`src/rtl/i2c_tgt_pkg.sv`:
```
// Shared types and constants for the pointer-addressed serial target.
// Assumes an 8-bit pointer whose low values select the registers.
package i2c_tgt_pkg;

    // Transfer-level states of the bus engine
    typedef enum logic [2:0] {
        S_IDLE,
        S_ADDR,
        S_WDATA,
        S_ACK,
        S_TX,
        S_TXACK
    } link_state_t;

    localparam logic [7:0] PTR_TEMP    = 8'd0;
    localparam logic [7:0] PTR_CFG     = 8'd1;
    localparam logic [7:0] PTR_HYST    = 8'd2;
    localparam logic [7:0] PTR_OVT     = 8'd3;
    localparam logic [7:0] PTR_ONESHOT = 8'd4;

    // Byte position inside a transfer, saturating at 3 ("beyond width")
    function automatic logic [1:0] idx_next(input logic [1:0] idx);
        return (idx == 2'd3) ? idx : idx + 2'd1;
    endfunction

    // Selects one byte of a 16-bit word by position; positions past 1 read zero
    function automatic logic [7:0] word_byte(input logic [15:0] w, input logic [1:0] idx);
        case (idx)
            2'd0:    return w[15:8];
            2'd1:    return w[7:0];
            default: return 8'h00;
        endcase
    endfunction

endpackage

```
`src/rtl/i2c_tgt_sync.sv`:
```
// Two-flop synchronizer and edge finder for the bus lines.
// Line 1 is SCL and line 0 is SDA. Both reset to the idle-high level.
// START and STOP are SDA edges seen while the synchronized SCL is high.
// Assumes clk is at least ten times the SCL rate.
module i2c_tgt_sync #(
    parameter int LINES = 2
) (
    input  logic             clk,
    input  logic             rst_n,
    input  logic [LINES-1:0] din,
    output logic [LINES-1:0] level,
    output logic [LINES-1:0] rise,
    output logic [LINES-1:0] fall,
    output logic             bus_start,
    output logic             bus_stop
);
    localparam int SCL_IX = 1;
    localparam int SDA_IX = 0;

    for (genvar i = 0; i < LINES; i++) begin : g_line
        logic [2:0] pipe;
        // Two sync stages plus one history stage per line
        always_ff @(posedge clk) begin
            if (!rst_n) pipe <= '1;
            else        pipe <= {pipe[1:0], din[i]};
        end
        assign level[i] = pipe[1];
        assign rise[i]  = pipe[1] & ~pipe[2];
        assign fall[i]  = ~pipe[1] & pipe[2];
    end

    assign bus_start = level[SCL_IX] & fall[SDA_IX];
    assign bus_stop  = level[SCL_IX] & rise[SDA_IX];

endmodule

```
`src/rtl/i2c_tgt_link.sv`:
```
// Bus engine: handles address matching, ACK generation, byte shifting in
// both directions, strap freezing and the idle timeout.
// Received bytes are handed to the register file as write strobes tagged
// with their position, and read bytes are fetched from it by position.
// Inputs are synchronized levels and one-cycle edge pulses.
module i2c_tgt_link
    import i2c_tgt_pkg::*;
#(
    parameter logic [3:0] ADDR_PREFIX = 4'b1001,
    parameter int         TIMEOUT_CYC = 20000
) (
    input  logic       clk,
    input  logic       rst_n,
    input  logic       scl_r,
    input  logic       scl_f,
    input  logic       sda_s,
    input  logic       sda_edge,
    input  logic       bus_start,
    input  logic       bus_stop,
    input  logic [2:0] strap_i,
    input  logic [7:0] rd_data,
    output logic [1:0] rd_idx,
    output logic       wr_stb,
    output logic [1:0] wr_idx,
    output logic [7:0] wr_data,
    output logic       sda_oe,
    output logic       access_o,
    output logic       to_hit,
    output logic       straps_frozen,
    output logic [2:0] straps_eff
);
    localparam int TO_W = $clog2(TIMEOUT_CYC + 1);

    link_state_t state;
    logic [3:0]  bitcnt;
    logic [7:0]  sr;
    logic [7:0]  tx;
    logic [1:0]  byte_idx;
    logic        rd_mode;
    logic        seen_one;
    logic [2:0]  strap_q;
    logic [TO_W-1:0] to_cnt;
    logic        addr_hit;

    assign straps_eff = straps_frozen ? strap_q : strap_i;
    assign addr_hit   = (sr[7:1] == {ADDR_PREFIX, straps_eff});
    assign to_hit     = (to_cnt == TO_W'(TIMEOUT_CYC));
    assign rd_idx     = byte_idx;

    // Counts cycles with no SDA change while a transfer is under way
    always_ff @(posedge clk) begin
        if (!rst_n || state == S_IDLE || sda_edge) to_cnt <= '0;
        else if (!to_hit)                          to_cnt <= to_cnt + 1'b1;
    end

    // Freezes the straps on the second matching address byte
    always_ff @(posedge clk) begin
        if (!rst_n) begin
            seen_one      <= 1'b0;
            straps_frozen <= 1'b0;
            strap_q       <= '0;
        end else if (state == S_ADDR && scl_f && bitcnt == 4'd8 && addr_hit
                     && !straps_frozen) begin
            if (seen_one) begin
                straps_frozen <= 1'b1;
                strap_q       <= strap_i;
            end else begin
                seen_one <= 1'b1;
            end
        end
    end

    // Main transfer sequencer
    always_ff @(posedge clk) begin
        if (!rst_n) begin
            state    <= S_IDLE;
            bitcnt   <= '0;
            sr       <= '0;
            tx       <= '0;
            byte_idx <= '0;
            rd_mode  <= 1'b0;
            sda_oe   <= 1'b0;
            wr_stb   <= 1'b0;
            wr_idx   <= '0;
            wr_data  <= '0;
            access_o <= 1'b0;
        end else begin
            wr_stb   <= 1'b0;
            access_o <= 1'b0;
            if (bus_start) begin
                state  <= S_ADDR;
                bitcnt <= '0;
                sda_oe <= 1'b0;
            end else if (bus_stop || to_hit) begin
                state  <= S_IDLE;
                sda_oe <= 1'b0;
            end else begin
                case (state)
                    S_ADDR, S_WDATA: begin
                        if (scl_r) begin
                            sr     <= {sr[6:0], sda_s};
                            bitcnt <= bitcnt + 4'd1;
                        end else if (scl_f && bitcnt == 4'd8) begin
                            if (state == S_ADDR) begin
                                if (addr_hit) begin
                                    sda_oe   <= 1'b1;
                                    state    <= S_ACK;
                                    rd_mode  <= sr[0];
                                    byte_idx <= '0;
                                    access_o <= 1'b1;
                                end else begin
                                    state <= S_IDLE;
                                end
                            end else begin
                                wr_stb   <= 1'b1;
                                wr_data  <= sr;
                                wr_idx   <= byte_idx;
                                byte_idx <= idx_next(byte_idx);
                                sda_oe   <= 1'b1;
                                state    <= S_ACK;
                            end
                        end
                    end
                    S_ACK: begin
                        if (scl_f) begin
                            bitcnt <= '0;
                            if (rd_mode) begin
                                tx       <= rd_data;
                                sda_oe   <= ~rd_data[7];
                                byte_idx <= idx_next(byte_idx);
                                state    <= S_TX;
                            end else begin
                                sda_oe <= 1'b0;
                                state  <= S_WDATA;
                            end
                        end
                    end
                    S_TX: begin
                        if (scl_r) begin
                            bitcnt <= bitcnt + 4'd1;
                        end else if (scl_f) begin
                            if (bitcnt == 4'd8) begin
                                sda_oe <= 1'b0;
                                state  <= S_TXACK;
                            end else begin
                                tx     <= {tx[6:0], 1'b0};
                                sda_oe <= ~tx[6];
                            end
                        end
                    end
                    S_TXACK: begin
                        if (scl_r && sda_s) begin
                            state <= S_IDLE;
                        end else if (scl_f) begin
                            bitcnt   <= '0;
                            tx       <= rd_data;
                            sda_oe   <= ~rd_data[7];
                            byte_idx <= idx_next(byte_idx);
                            state    <= S_TX;
                        end
                    end
                    default: sda_oe <= 1'b0;
                endcase
            end
        end
    end

endmodule

```
`src/rtl/i2c_tgt_regs.sv`:
```
// Register file behind the pointer. Byte position 0 loads the pointer.
// Position 1 loads the configuration or stages a limit's high byte.
// Position 2 commits a limit. Position 3 and up are discarded.
// Temperature comes from outside and cannot be written.
module i2c_tgt_regs
    import i2c_tgt_pkg::*;
#(
    parameter logic [7:0]  CFG_RST  = 8'h00,
    parameter logic [15:0] HYST_RST = 16'h4B00,
    parameter logic [15:0] OVT_RST  = 16'h5000
) (
    input  logic        clk,
    input  logic        rst_n,
    input  logic        wr_stb,
    input  logic [1:0]  wr_idx,
    input  logic [7:0]  wr_data,
    input  logic [1:0]  rd_idx,
    input  logic [15:0] temp_i,
    output logic [7:0]  rd_data,
    output logic [7:0]  cfg_o,
    output logic [15:0] hyst_o,
    output logic [15:0] ovt_o,
    output logic        oneshot_o
);
    logic [7:0] ptr;
    logic [7:0] hi_stage;

    // Applies a received byte according to its position and the pointer
    always_ff @(posedge clk) begin
        if (!rst_n) begin
            ptr      <= PTR_TEMP;
            hi_stage <= '0;
            cfg_o    <= CFG_RST;
            hyst_o   <= HYST_RST;
            ovt_o    <= OVT_RST;
        end else if (wr_stb) begin
            case (wr_idx)
                2'd0: ptr <= wr_data;
                2'd1: begin
                    if (ptr == PTR_CFG) cfg_o <= wr_data;
                    else if (ptr == PTR_HYST || ptr == PTR_OVT) hi_stage <= wr_data;
                end
                2'd2: begin
                    if (ptr == PTR_HYST)     hyst_o <= {hi_stage, wr_data};
                    else if (ptr == PTR_OVT) ovt_o  <= {hi_stage, wr_data};
                end
                default: ;
            endcase
        end
    end

    // One-cycle trigger when the pointer is written with the one-shot code
    always_ff @(posedge clk) begin
        if (!rst_n) oneshot_o <= 1'b0;
        else        oneshot_o <= wr_stb && wr_idx == 2'd0 && wr_data == PTR_ONESHOT;
    end

    // Read byte for the current pointer and byte position
    always_comb begin
        case (ptr)
            PTR_TEMP, PTR_ONESHOT: rd_data = word_byte(temp_i, rd_idx);
            PTR_CFG:               rd_data = (rd_idx == 2'd0) ? cfg_o : 8'h00;
            PTR_HYST:              rd_data = word_byte(hyst_o, rd_idx);
            PTR_OVT:               rd_data = word_byte(ovt_o, rd_idx);
            default:               rd_data = 8'h00;
        endcase
    end

endmodule

```
`src/rtl/i2c_ptr_target.sv`:
```
// Top of the pointer-addressed serial target. Connects the line
// synchronizer, the bus engine and the register file.
// SDA is driven only through sda_oe, where a high value pulls the line low.
module i2c_ptr_target #(
    parameter logic [3:0]  ADDR_PREFIX = 4'b1001,
    parameter int          TIMEOUT_CYC = 20000,
    parameter logic [15:0] HYST_RST    = 16'h4B00,
    parameter logic [15:0] OVT_RST     = 16'h5000
) (
    input  logic        clk,
    input  logic        rst_n,
    input  logic        scl_i,
    input  logic        sda_i,
    output logic        sda_oe,
    input  logic [2:0]  strap_i,
    input  logic [15:0] temp_i,
    output logic [7:0]  cfg_o,
    output logic [15:0] hyst_o,
    output logic [15:0] ovt_o,
    output logic        oneshot_o,
    output logic        access_o
);
    logic [1:0] lvl, rse, fll;
    logic       bus_start, bus_stop;
    logic       wr_stb;
    logic [1:0] wr_idx, rd_idx;
    logic [7:0] wr_data, rd_data;
    logic       to_hit;
    logic       straps_frozen;
    logic [2:0] straps_eff;

    i2c_tgt_sync #(.LINES(2)) u_sync (
        .clk(clk), .rst_n(rst_n), .din({scl_i, sda_i}),
        .level(lvl), .rise(rse), .fall(fll),
        .bus_start(bus_start), .bus_stop(bus_stop)
    );

    i2c_tgt_link #(.ADDR_PREFIX(ADDR_PREFIX), .TIMEOUT_CYC(TIMEOUT_CYC)) u_link (
        .clk(clk), .rst_n(rst_n),
        .scl_r(rse[1]), .scl_f(fll[1]), .sda_s(lvl[0]),
        .sda_edge(rse[0] | fll[0]),
        .bus_start(bus_start), .bus_stop(bus_stop),
        .strap_i(strap_i), .rd_data(rd_data), .rd_idx(rd_idx),
        .wr_stb(wr_stb), .wr_idx(wr_idx), .wr_data(wr_data),
        .sda_oe(sda_oe), .access_o(access_o), .to_hit(to_hit),
        .straps_frozen(straps_frozen), .straps_eff(straps_eff)
    );

    i2c_tgt_regs #(.HYST_RST(HYST_RST), .OVT_RST(OVT_RST)) u_regs (
        .clk(clk), .rst_n(rst_n),
        .wr_stb(wr_stb), .wr_idx(wr_idx), .wr_data(wr_data),
        .rd_idx(rd_idx), .temp_i(temp_i), .rd_data(rd_data),
        .cfg_o(cfg_o), .hyst_o(hyst_o), .ovt_o(ovt_o), .oneshot_o(oneshot_o)
    );

endmodule

```
`config.mk`:
```
export PLATFORM = sky130hd
export DESIGN_NAME = i2c_ptr_target
export DESIGN_NICKNAME = d
export VERILOG_FILES = /design/src/rtl/i2c_tgt_pkg.sv /design/src/rtl/i2c_tgt_sync.sv /design/src/rtl/i2c_tgt_link.sv /design/src/rtl/i2c_tgt_regs.sv /design/src/rtl/i2c_ptr_target.sv
export SDC_FILE = /design/constraint.sdc
export NUM_CORES = 1
export LEC_CHECK = 0
export BUFFER_PORTS_ARGS = -buffer_cell sky130_fd_sc_hd__buf_2
export CAP_MARGIN = 20
export CORE_ASPECT_RATIO = 1.1
export CORE_MARGIN = 4
export CORE_UTILIZATION = 63
export DETAILED_ROUTE_END_ITERATION = 8
export PLACE_DENSITY_LB_ADDON = 0.05
export REMOVE_ABC_BUFFERS = 1
export SYNTH_ARGS = -nofsm -noshare
export SYNTH_HDL_FRONTEND = slang
export SYNTH_SLANG_ARGS = --single-unit
```
`constraint.sdc`:
```
create_clock -name clk -period 6.4 [get_ports clk]
set_clock_uncertainty 0.2 [all_clocks]
set_input_delay 0.32 -clock clk [delete_from_list [all_inputs] [get_ports clk]]
set_output_delay 0.32 -clock clk [all_outputs]
set_load 0.02 [all_outputs]
```
==> impl_metrics.tcl <==
set metrics [dict create \
    status "finished clean" \
    synth_area_per_cell_um2 9.13 \
    setup_viol 0 \
    grt_max_degree 56 \
    cts_buffers 17 \
    ys_seq_elements 121 \
    insertion_delay_ns 0.52 \
    period_share_pct 44.2 \
    vias_per_cell 5.88 \
    die_w_um 98.4 \
    critPathTopFamily "simple AND/OR/NAND/NOR gates" \
    wire_per_inst_um 17.1 \
    io_buffers 65 \
    rsz0062_at_grt "false" \
    hold_buffers 5 \
    p_leak_nw 2.94 \
    firstDrtPassIters 5 \
    fmax_mhz 354 \
    die_height_um 107 \
    n_antenna_cell 0 \
    detailedPlace.worstSlack_ns 3.63 \
    syn_inst 621 \
    ys_top_cells_by_area "dfxtp_1, mux2i_1, nor2_1" \
    hold_class "in2reg" \
    cts_setup_buffers 0 \
    worst_pin_slew_ns 1.02 \
    crit_arrival_ns 3.01 \
    cp-start-kind "register" \
    synthesis.area_mm2 0.00567 \
    clkTransAtPathRegs_ns 0.06 \
    slew_viol_final 0 \
    endpoint_kind "register" \
    path_class "reg2reg" \
    power.total_mw 1.73 \
    cp_slowest_stage_delay_ns 0.58 \
    path_cells "or4_4 -> nor3_4 -> and4b_1 -> nand3b_1 -> mux2i_1 -> nor2_1" \
    clock_sinks 121 \
    crit_fanout 10 \
    vias 4711 \
    critPathSlowestCell "or4_4" \
    grt_usage_pct 26.4 \
    grt-ovfl-total 0 \
    clockBufferDepth 2 \
    dieArea_mm2 0.0106 \
    grt_pass1_wl_um 22400 \
    synth-edff-count 0 \
    p_per_area_mw_per_mm2 262 \
    yosysMostFrequentCell "dfxtp_1" \
    synth.distinct_cells 61 \
    core_mm2 0.00883 \
    drv_cap 0 \
    cts.repair.resized 0 \
    cts_tree "yes" \
    drive_gt1_share_pct 16.9 \
    grt_pass1_vias 4547 \
    synth_top_area_share_pct 42.7 \
    placed_area_mm2 0.00597 \
    cp_num_buf_inv 0 \
    min_period_ns 2.83 \
    synth.top_cells.by_count "dfxtp_1, nor2_1, mux2i_1" \
    max_slew_margin_pct 31.7 \
    ys_async_sr_fraction_pct 0 \
    start_util_pct 64.2 \
    ys.flop_type "dfxtp_1" \
    worst_slack_ns 3.57 \
    htreeDepth 4 \
    hold_viol 0 \
    ios 66 \
    nets 705 \
    final.fill_count 660 \
    fp-row-count 36 \
    tns_ns 0 \
    cp_data_required_time_ns 6.58 \
    final_area_mm2 0.00662 \
    seq_area_frac_synth_pct 42.7 \
    dp_hpwl_um 9090 \
    yosys_warnings 0 \
    cts_root_buffer "clkbuf_8" \
    ant_nets 0 \
    yosys.area.top_type "dfxtp_1" \
    irDropWorstVdd_mv 0.193 \
    drt_iter0_drc 253 \
    antenna_found_initial 0 \
    area_growth_pct 16.8 \
    place.gp.congestion 0.838 \
    wl_um 13700 \
    drc 0 \
]
==> per-stage QoR <==
stage	instances	hold slack, ns	util (%)
2_1_floorplan	583	0.182	-
3_3_place_gp	765	0.189	67.6
3_5_place_dp	765	0.196	67.6
4_1_cts	800	0.0258	74.6
5_1_grt	801	0.0442	75.0
6_report	801	0.0395	75.0
==> cells by family after synthesis <==
group | Yosys count | share of synthesized area [%]
XOR/XNOR | 16 | 2.47
flip-flops | 121 | 42.7
AO/OA/AOI/OAI | 87 | 9.05
buffers and inverters | 49 | 4.11
AND/OR/NAND/NOR | 248 | 22.7
multiplexers | 94 | 17.6
adder cells (fa/ha/maj) | 6 | 1.32
==> cell type report <==
| class | count | area [um2] | area share, % |
|---|---|---|---|
| Timing Repair Buffer | 74 | 425 | 6.43 |
| Inverter | 11 | 41.3 | 0.624 |
| Clock inverter | 8 | 121 | 1.83 |
| Tap cell | 114 | 143 | 2.16 |
| Clock buffer | 22 | 453 | 6.84 |
| Multi-Input combinational cell | 451 | 3010 | 45.5 |
| Sequential cell | 121 | 2420 | 36.6 |
==> worst reg2reg max path, delay by kind of cell (launching register included) <==
kind / cells / cell delay (ns)
flops: 1 / 0.31
mux: 1 / 0.30
simple gates: 5 / 1.89
==> cell usage in the layout (no fill, tap or decap), types with 4 or more instances in the layout <==
cell type / instances
a21oi_1: 34
nor2_1: 103
mux2i_1: 85
inv_1: 10
dlygate4sd3_1: 5
nor2b_1: 12
nand4_1: 5
dfxtp_1: 121
nand3b_1: 6
nand2b_1: 9
xnor2_1: 7
or3_1: 8
nor4_1: 6
mux2_2: 5
o21ai_0: 25
nand2_1: 42
nor3_1: 4
clkbuf_16: 16
mux4_2: 4
a22oi_1: 5
nand3_1: 19
o2bb2ai_1: 4
ha_1: 6
xor2_1: 9
buf_2: 65
==> registers in the layout (all words and copies together) (netlist names), 8 cells and up <==
signal,cells
u_link.sr,8
u_link.to_cnt,15
u_link.wr_data,8
u_regs.cfg_o,8
u_regs.hi_stage,8
u_regs.hyst_o,16
u_regs.ovt_o,16
u_regs.ptr,8
==> power breakdown <==
| group | leakage [nW] | switching (mW) | internal, mW |
|---|---|---|---|
| Sequential | 0.976 | 0.00303 | 0.756 |
| Clock | 0.281 | 0.322 | 0.607 |
| Combinational | 1.68 | 0.0265 | 0.0180 |
| Total | 2.94 | 0.352 | 1.38 |
==> metal layers <==
metal / global-route usage [%] / vias up / wire [um]
met5: 0 / - / 0
met4: 8.59 / 0 / 225
met3: 6.09 / 26 / 646
met2: 44.5 / 139 / 6760
met1: 33.5 / 2270 / 6030
li1: - / 2276 / -
==> final timing paths <==
| path | from | to | slack (ns) | depth (start not counted) |
|---|---|---|---|---|
| setup / recovery | u_regs.ptr[4] | u_regs.cfg_o[3] | 3.57 | 6 |
| hold reg to reg | u_sync.g_line[1].pipe[0] | u_sync.g_line[1].pipe[1] | 0.20 | 1 |
| setup reg to reg | u_regs.ptr[4] | u_regs.cfg_o[3] | 3.57 | 6 |
| hold / removal | rst_n | u_regs.hyst_o[14] | 0.04 | 2 |
Note: power is estimated with default switching activity, not from simulation.
